**config.mk**
```make
export PLATFORM = sky130hd
export DESIGN_NAME = stack_seq
export DESIGN_NICKNAME = d
export VERILOG_FILES = /design/src/rtl/sseq_pkg.sv /design/src/rtl/sseq_sp_math.sv /design/src/rtl/sseq_beat_plan.sv /design/src/rtl/stack_seq.sv
export SDC_FILE = /design/constraint.sdc
export NUM_CORES = 1
export LEC_CHECK = 0
export BUFFER_PORTS_ARGS = -buffer_cell sky130_fd_sc_hd__buf_2
export CORE_MARGIN = 1
export CORE_UTILIZATION = 49
export CTS_CLUSTER_DIAMETER = 80
export DETAILED_ROUTE_END_ITERATION = 8
export PLACE_DENSITY_LB_ADDON = 0.1
export SETUP_SLACK_MARGIN = 0.05
export SYNTH_ARGS = -nofsm -noshare
export SYNTH_HDL_FRONTEND = slang
export SYNTH_HIERARCHICAL = 1
export SYNTH_SLANG_ARGS = --single-unit
export TNS_END_PERCENT = 10
```
**constraint.sdc**
```tcl
create_clock -name clk -period 3.72 [get_ports clk]
set_input_delay 0.372 -clock clk [delete_from_list [all_inputs] [get_ports clk]]
set_output_delay 0.372 -clock clk [all_outputs]
set_load 0.01 [all_outputs]
```
**src/rtl/sseq_pkg.sv**
```systemverilog
`timescale 1ns/1ps
package sseq_pkg;
  localparam int XLEN   = 32;
  localparam int HLEN   = XLEN / 2;
  localparam int NREG   = 8;
  localparam int RIDX_W = $clog2(NREG);
  localparam int SP_IDX = 4;
  localparam int FP_IDX = 5;

  typedef enum logic [2:0] {
    OP_PUSH    = 3'd0,
    OP_POP     = 3'd1,
    OP_CALL    = 3'd2,
    OP_RET     = 3'd3,
    OP_ENTER   = 3'd4,
    OP_LEAVE   = 3'd5,
    OP_PUSHALL = 3'd6,
    OP_POPALL  = 3'd7
  } op_e;

  typedef enum logic [1:0] {TG_NONE, TG_REG, TG_SP, TG_RET} tgt_e;

  // Bytes moved by one stack slot.
  function automatic logic [XLEN-1:0] slot_bytes(input logic wide);
    return wide ? XLEN'(XLEN/8) : XLEN'(HLEN/8);
  endfunction

  // A narrow load only replaces the low half of a register.
  function automatic logic [XLEN-1:0] merge_half(input logic [XLEN-1:0] old_v,
                                                 input logic [XLEN-1:0] new_v,
                                                 input logic wide);
    return wide ? new_v : {old_v[XLEN-1:HLEN], new_v[HLEN-1:0]};
  endfunction

  function automatic logic [XLEN-1:0] zext_half(input logic [XLEN-1:0] v,
                                                input logic wide);
    return wide ? v : {{HLEN{1'b0}}, v[HLEN-1:0]};
  endfunction
endpackage

```
**src/rtl/sseq_sp_math.sv**
```systemverilog
`timescale 1ns/1ps
module sseq_sp_math
  import sseq_pkg::*;
(
  input  logic [XLEN-1:0] sp,
  input  logic            wide,
  input  logic            is_write,
  input  logic [XLEN-1:0] extra,
  output logic [XLEN-1:0] addr,
  output logic [XLEN-1:0] sp_after
);
  logic [XLEN-1:0] dec_sp;
  assign dec_sp   = sp - slot_bytes(wide);
  assign addr     = is_write ? dec_sp : sp;
  assign sp_after = is_write ? dec_sp : sp + slot_bytes(wide) + extra;
endmodule

```
**src/rtl/sseq_beat_plan.sv**
```systemverilog
`timescale 1ns/1ps
module sseq_beat_plan
  import sseq_pkg::*;
(
  input  op_e                   op,
  input  logic [RIDX_W-1:0]     step,
  input  logic [NREG*XLEN-1:0]  regs,
  input  logic [XLEN-1:0]       sp_orig,
  input  logic [XLEN-1:0]       operand,
  input  logic [RIDX_W-1:0]     dst,
  output logic                  is_write,
  output logic                  last,
  output tgt_e                  tgt_kind,
  output logic [RIDX_W-1:0]     tgt_idx,
  output logic [XLEN-1:0]       wdata
);
  logic [XLEN-1:0] reg_a [NREG];
  for (genvar g = 0; g < NREG; g++) begin : g_unpack
    assign reg_a[g] = regs[g*XLEN +: XLEN];
  end

  logic at_final;
  logic [RIDX_W-1:0] rev_idx;
  assign at_final = (step == RIDX_W'(NREG-1));
  assign rev_idx  = RIDX_W'(NREG-1) - step;

  always_comb begin
    is_write = 1'b0;
    last     = 1'b1;
    tgt_kind = TG_NONE;
    tgt_idx  = '0;
    wdata    = '0;
    unique case (op)
      OP_PUSH, OP_CALL: begin
        is_write = 1'b1;
        wdata    = operand;
      end
      OP_ENTER: begin
        is_write = 1'b1;
        wdata    = reg_a[FP_IDX];
      end
      OP_PUSHALL: begin
        is_write = 1'b1;
        last     = at_final;
        wdata    = (step == RIDX_W'(SP_IDX)) ? sp_orig : reg_a[step];
      end
      OP_POP: begin
        tgt_idx  = dst;
        tgt_kind = (dst == RIDX_W'(SP_IDX)) ? TG_SP : TG_REG;
      end
      OP_RET:   tgt_kind = TG_RET;
      OP_LEAVE: begin
        tgt_idx  = RIDX_W'(FP_IDX);
        tgt_kind = TG_REG;
      end
      OP_POPALL: begin
        last     = at_final;
        tgt_idx  = rev_idx;
        tgt_kind = (rev_idx == RIDX_W'(SP_IDX)) ? TG_NONE : TG_REG;
      end
      default: ;
    endcase
  end
endmodule

```
**src/rtl/stack_seq.sv**
```systemverilog
`timescale 1ns/1ps
module stack_seq
  import sseq_pkg::*;
(
  input  logic                  clk,
  input  logic                  rst_n,
  input  logic                  start_i,
  input  logic [2:0]            op_i,
  input  logic                  size32_i,
  input  logic [XLEN-1:0]       operand_i,
  input  logic [RIDX_W-1:0]     dst_i,
  input  logic [NREG*XLEN-1:0]  regs_i,
  output logic                  mem_req_o,
  output logic                  mem_we_o,
  output logic                  mem_wide_o,
  output logic [XLEN-1:0]       mem_addr_o,
  output logic [XLEN-1:0]       mem_wdata_o,
  input  logic [XLEN-1:0]       mem_rdata_i,
  input  logic                  mem_ready_i,
  output logic                  rf_we_o,
  output logic [RIDX_W-1:0]     rf_idx_o,
  output logic [XLEN-1:0]       rf_wdata_o,
  output logic                  done_o,
  output logic                  ret_valid_o,
  output logic [XLEN-1:0]       ret_addr_o
);
  typedef enum logic [1:0] {S_IDLE, S_XFER, S_FRAME, S_FIN} state_e;

  state_e            state;
  op_e               op_q;
  logic              wide_q;
  logic [XLEN-1:0]   opnd_q, sp_q, sp_orig_q, ret_addr_q, rf_wdata_q;
  logic [RIDX_W-1:0] dst_q, step_q, rf_idx_q;
  logic              rf_we_q, done_q, ret_valid_q;

  logic [XLEN-1:0] reg_a [NREG];
  for (genvar g = 0; g < NREG; g++) begin : g_unpack
    assign reg_a[g] = regs_i[g*XLEN +: XLEN];
  end

  // Named internal events
  logic              beat_ack, is_write, last;
  tgt_e              tgt_kind;
  logic [RIDX_W-1:0] tgt_idx;
  logic [XLEN-1:0]   wdata, beat_addr, sp_after, ret_extra, load_val;

  assign beat_ack  = mem_req_o && mem_ready_i;
  assign ret_extra = (op_q == OP_RET) ? opnd_q : '0;
  assign load_val  = merge_half(reg_a[tgt_idx], mem_rdata_i, wide_q);

  sseq_beat_plan u_plan (
    .op(op_q), .step(step_q), .regs(regs_i), .sp_orig(sp_orig_q),
    .operand(opnd_q), .dst(dst_q), .is_write(is_write), .last(last),
    .tgt_kind(tgt_kind), .tgt_idx(tgt_idx), .wdata(wdata)
  );

  sseq_sp_math u_math (
    .sp(sp_q), .wide(wide_q), .is_write(is_write), .extra(ret_extra),
    .addr(beat_addr), .sp_after(sp_after)
  );

  assign mem_req_o   = (state == S_XFER);
  assign mem_we_o    = mem_req_o && is_write;
  assign mem_wide_o  = wide_q;
  assign mem_addr_o  = beat_addr;
  assign mem_wdata_o = wdata;
  assign rf_we_o     = rf_we_q;
  assign rf_idx_o    = rf_idx_q;
  assign rf_wdata_o  = rf_wdata_q;
  assign done_o      = done_q;
  assign ret_valid_o = ret_valid_q;
  assign ret_addr_o  = ret_addr_q;

  always_ff @(posedge clk or negedge rst_n) begin
    if (!rst_n) begin
      state       <= S_IDLE;
      op_q        <= OP_PUSH;
      wide_q      <= 1'b1;
      opnd_q      <= '0;
      dst_q       <= '0;
      sp_q        <= '0;
      sp_orig_q   <= '0;
      step_q      <= '0;
      rf_we_q     <= 1'b0;
      rf_idx_q    <= '0;
      rf_wdata_q  <= '0;
      done_q      <= 1'b0;
      ret_valid_q <= 1'b0;
      ret_addr_q  <= '0;
    end else begin
      rf_we_q     <= 1'b0;
      done_q      <= 1'b0;
      ret_valid_q <= 1'b0;
      unique case (state)
        S_IDLE: if (start_i) begin
          op_q      <= op_e'(op_i);
          wide_q    <= size32_i;
          opnd_q    <= operand_i;
          dst_q     <= dst_i;
          sp_orig_q <= reg_a[SP_IDX];
          sp_q      <= (op_e'(op_i) == OP_LEAVE) ? reg_a[FP_IDX] : reg_a[SP_IDX];
          step_q    <= '0;
          state     <= S_XFER;
        end
        S_XFER: if (beat_ack) begin
          step_q <= step_q + 1'b1;
          sp_q   <= sp_after;
          if (!is_write) begin
            unique case (tgt_kind)
              TG_REG: begin
                rf_we_q    <= 1'b1;
                rf_idx_q   <= tgt_idx;
                rf_wdata_q <= load_val;
              end
              TG_SP:   sp_q       <= load_val;
              TG_RET:  ret_addr_q <= zext_half(mem_rdata_i, wide_q);
              default: ;
            endcase
          end
          if (last) state <= (op_q == OP_ENTER) ? S_FRAME : S_FIN;
        end
        S_FRAME: begin
          rf_we_q    <= 1'b1;
          rf_idx_q   <= RIDX_W'(FP_IDX);
          rf_wdata_q <= sp_q;
          state      <= S_FIN;
        end
        S_FIN: begin
          rf_we_q     <= 1'b1;
          rf_idx_q    <= RIDX_W'(SP_IDX);
          rf_wdata_q  <= sp_q;
          done_q      <= 1'b1;
          ret_valid_q <= (op_q == OP_RET);
          state       <= S_IDLE;
        end
        default: state <= S_IDLE;
      endcase
    end
  end

  // ---------------- assertions ----------------
  p_predec_r1: assert property (@(posedge clk) disable iff (!rst_n)
    (beat_ack && mem_we_o) |=> (sp_q == $past(mem_addr_o)));

  p_postinc_r2: assert property (@(posedge clk) disable iff (!rst_n)
    (beat_ack && !mem_we_o && op_q == OP_POP && dst_q != RIDX_W'(SP_IDX))
      |=> (sp_q == $past(mem_addr_o) + slot_bytes(wide_q)));

  p_req_hold_r8: assert property (@(posedge clk) disable iff (!rst_n)
    (mem_req_o && !mem_ready_i)
      |=> (mem_req_o && $stable(mem_addr_o) && $stable(mem_we_o)));

  p_done_pulse_r8: assert property (@(posedge clk) disable iff (!rst_n)
    done_o |=> !done_o);

  p_done_spwr_r8: assert property (@(posedge clk) disable iff (!rst_n)
    done_o |-> (rf_we_o && rf_idx_o == RIDX_W'(SP_IDX)));

  p_sp_only_at_done_r7: assert property (@(posedge clk) disable iff (!rst_n)
    (rf_we_o && rf_idx_o == RIDX_W'(SP_IDX)) |-> done_o);

  p_busy_ignores_start_r9: assert property (@(posedge clk) disable iff (!rst_n)
    (state != S_IDLE && start_i) |=> $stable(op_q));

  p_idle_quiet_r11: assert property (@(posedge clk) disable iff (!rst_n)
    (state == S_IDLE) |-> !mem_req_o);
endmodule

```
==> run summary <==
DR pass1 iterations - 9
post-synthesis xor/xnor area fraction - 4.18%
R2R Path Start - op_q[2]
Post-synth EDFFs - 0
Top FF cell, synth - dfrtp_1
Async SR Flop Fraction - 100%
Clk pin slew, worst setup/hold paths - 80 ps
Critical path buffers and inverters - 4
initial core utilization - 50.2%
failing checks - negative hold slack
Final setup violation count - 0
IO Port Bufs - 467
DP Area - 18,800 µm²
Synth Area in Adders - 5.77%
Req. time, crit path - 4100 ps
DP Wirelength - 51,200 µm
H-tree depth - 4
largest net degree at the start of global routing - 94
crit path kind - reg2reg
GPL Wtd Cong - 1.01
DRC viols - 0
Tcrit/Tclk final - 99.6%
Synth Area in Compound Gates - 17.8%
die width - 182 µm
most frequent cells in the layout - buf_2, nand2_1, dfrtp_1
multi-input logic area - 11,000 µm²
initial DRC count - 1,507
flop2flop setup slack - 10 ps
Critical path origin - op_q[2]
Power Density - 867 nW/µm²
first-pass GRT wire length - 95,800 µm
crit path cell chain - inv_2 -> and3_4 -> buf_6 -> and2_4 -> fa_1 -> ha_1 -> a21oi_2 -> nor2_2 -> o31a_1 -> o211ai_1 -> buf_4 -> a211o_1 -> a21o_1 -> buf_6 -> a21oi_2 -> nor3_2 -> o21ai_1 -> o21ai_1
met2 WL - 31,200 µm
core area - 31,700 µm²
CTS Buf Count - 17
Ys Warns - 6
Routed Antenna Nets - 0
Slew Limit Fails - 0
die area - 33,200 µm²
max_cap viols - 0
cells after synthesis - 1,705
CTS tree - built
Max Buffers Root-to-Sink - 2
CP Launch Type - flip-flop
worst vdd ir - 0.515 mV
# nets final - 2,564
Max Freq - 270 MHz
Core Rows - 65
Design Power - 17.2 mW
FF/Latch Area - 4460 µm²
Die Ht - 182 µm
Vias - 16,100
Top Metal Used - met5
Clock Skews - 17.6 ps
syn_nets - 2,107
post-synthesis mux area share - 22.8%
CP delay by family, top - compound AO/OA/AOI/OAI gates
post-route minimum period - 3710 ps
worst slew pin tran - 862 ps
flops & latches, synth - 178
largest fanout on the critical path - 6
Sink Count - 178
Unique masters post-synth - 82
final setup margin - 14.4 ps
wire length on met1 - 24,800 µm
post-synthesis simple-gate area fraction - 16.5%
Clk Latency, worst-skew pair - 450 ps
Hold Vio Cnt, Final - 10
Remaining Overflow, GRT - 0
Leakage - 9.17 nW
CP Data Arrival Time - 4090 ps
RSZ-0062 raised after global routing - yes
cell area after synthesis - 15,900 µm²
wire per inst - 25.4 µm
Fill cells - 2,828
design area - 19,900 µm²
gr usage total - 38.7%
Worst path max stage delay - 490 ps
vias per std cell - 6.19
Critical-path top delay cell - fa_1
Final Util - 62.7%
final wirelength - 65,800 µm
Root Driver - clkbuf_16
vias in the first global route - 15,700
I/O pin cnt - 468
min-delay worst type - in2async
layout cells sized above 1 - 40.9%
WL met3 - 5630 µm
leading cell type in the layout, fill and taps excluded - buf_2
Critical Path Sink Type - flip-flop
largest family of logic cells by synthesized area - multiplexers
Place WS - -59.2 ps
Layout area overhead - 24.9%
WHS - -27.5 ps
post-synthesis sequential area ratio - 28.0%
Relative slew margins - 42.5%
synthesized area per cell - 9.34 µm²
initial antenna violation count - 25
CTS Hold Bufs - 0
status - complete, but fails checks
==> layer usage <==
metal,up-vias,track usage (%)
li1,7174,-
met1,7858,46.0
met2,828,64.3
met3,197,8.88
met4,18,22.3
met5,-,0
==> layout make-up <==
| class | instances | area share (%) |
|---|---|---|
| flip-flops and latches | 178 | 22.4 |
| diodes | 18 | 0.227 |
| clock buffers | 17 | 2.14 |
| well taps | 402 | 2.53 |
| clock inverters | 15 | 0.931 |
| inverters | 20 | 0.378 |
| repair buffers | 564 | 15.8 |
| multi-input cells | 1381 | 55.5 |
==> Yosys cell counts (7+ instances only) <==
cell type | number | area, µm²
nand2_1 | 180 | 676
dfrtp_1 | 177 | 4430
mux2_2 | 145 | 1630
o21ai_0 | 115 | 576
nor2b_1 | 110 | 688
a21oi_1 | 104 | 521
mux2i_1 | 82 | 821
ha_1 | 67 | 838
o21ai_1 | 65 | 325
clkbuf_1 | 64 | 240
nor2_1 | 64 | 240
mux4_2 | 45 | 1010
xnor2_1 | 41 | 359
a211oi_1 | 37 | 278
and2_1 | 37 | 231
xor2_1 | 35 | 307
o32ai_1 | 32 | 280
buf_2 | 30 | 150
inv_1 | 19 | 71.3
nand2b_1 | 19 | 119
nand3_1 | 19 | 95.1
a22oi_1 | 16 | 120
nor3_1 | 16 | 80.1
a21o_1 | 15 | 113
a221oi_2 | 15 | 225
buf_4 | 11 | 82.6
and3_1 | 10 | 62.6
a31oi_1 | 9 | 56.3
mux2_1 | 8 | 90.1
nand4_1 | 8 | 50.1
buf_12 | 7 | 140
==> power breakdown <==
part | switching (mW) | leakage [nW] | internal (mW)
sequential | 1.04 | 2.21 | 2.82
clock | 0.956 | 0.293 | 0.971
combinational | 6.50 | 6.67 | 4.95
total | 8.50 | 9.17 | 8.74
==> through the flow <==
stage	setup TNS, ps	instances
floorplan	0	1705
global placement	-29.2	2536
detailed placement	-195	2536
CTS	0	2573
global route	-1180	2588
finish	0	2595
==> state kept, by name (all words and copies together) (netlist names), 2 cells and up <==
name,cells
rf_idx_o,3
sp_q,32
sp_orig_q,32
dst_q,3
state,2
rf_wdata_o,32
op_q,3
opnd_q,32
step_q,3
ret_addr_o,32
==> worst paths after layout <==
kind / to / depth (start not counted)
setup reg to reg: sp_q[28] / 18
min in group clk: opnd_q[4] / 2
hold / removal: opnd_q[26] / 1
max in group asynchronous: sp_orig_q[28] / 2
hold reg to reg: ret_addr_o[23] / 2
setup / recovery: sp_q[28] / 18
==> kinds of logic after synthesis <==
logic type / after synthesis
buffers and inverters: 146
and+or+nand+nor: 504
muxes: 283
xor gates and xnor gates: 76
AOI/OAI and AO/OA: 447
DFF: 178
adders and majority gates: 71
==> repair_timing <==
| item | in CTS | in global routing |
|---|---|---|
| hold endpoints to repair | 0 | 0 |
| pin swaps | 13 | 31 |
| setup endpoints to repair | 18 | 32 |
| buffers inserted | 5 | 5 |
| resized for setup | 30 | 52 |
No activity file was read; power rests on OpenSTA's default activity.
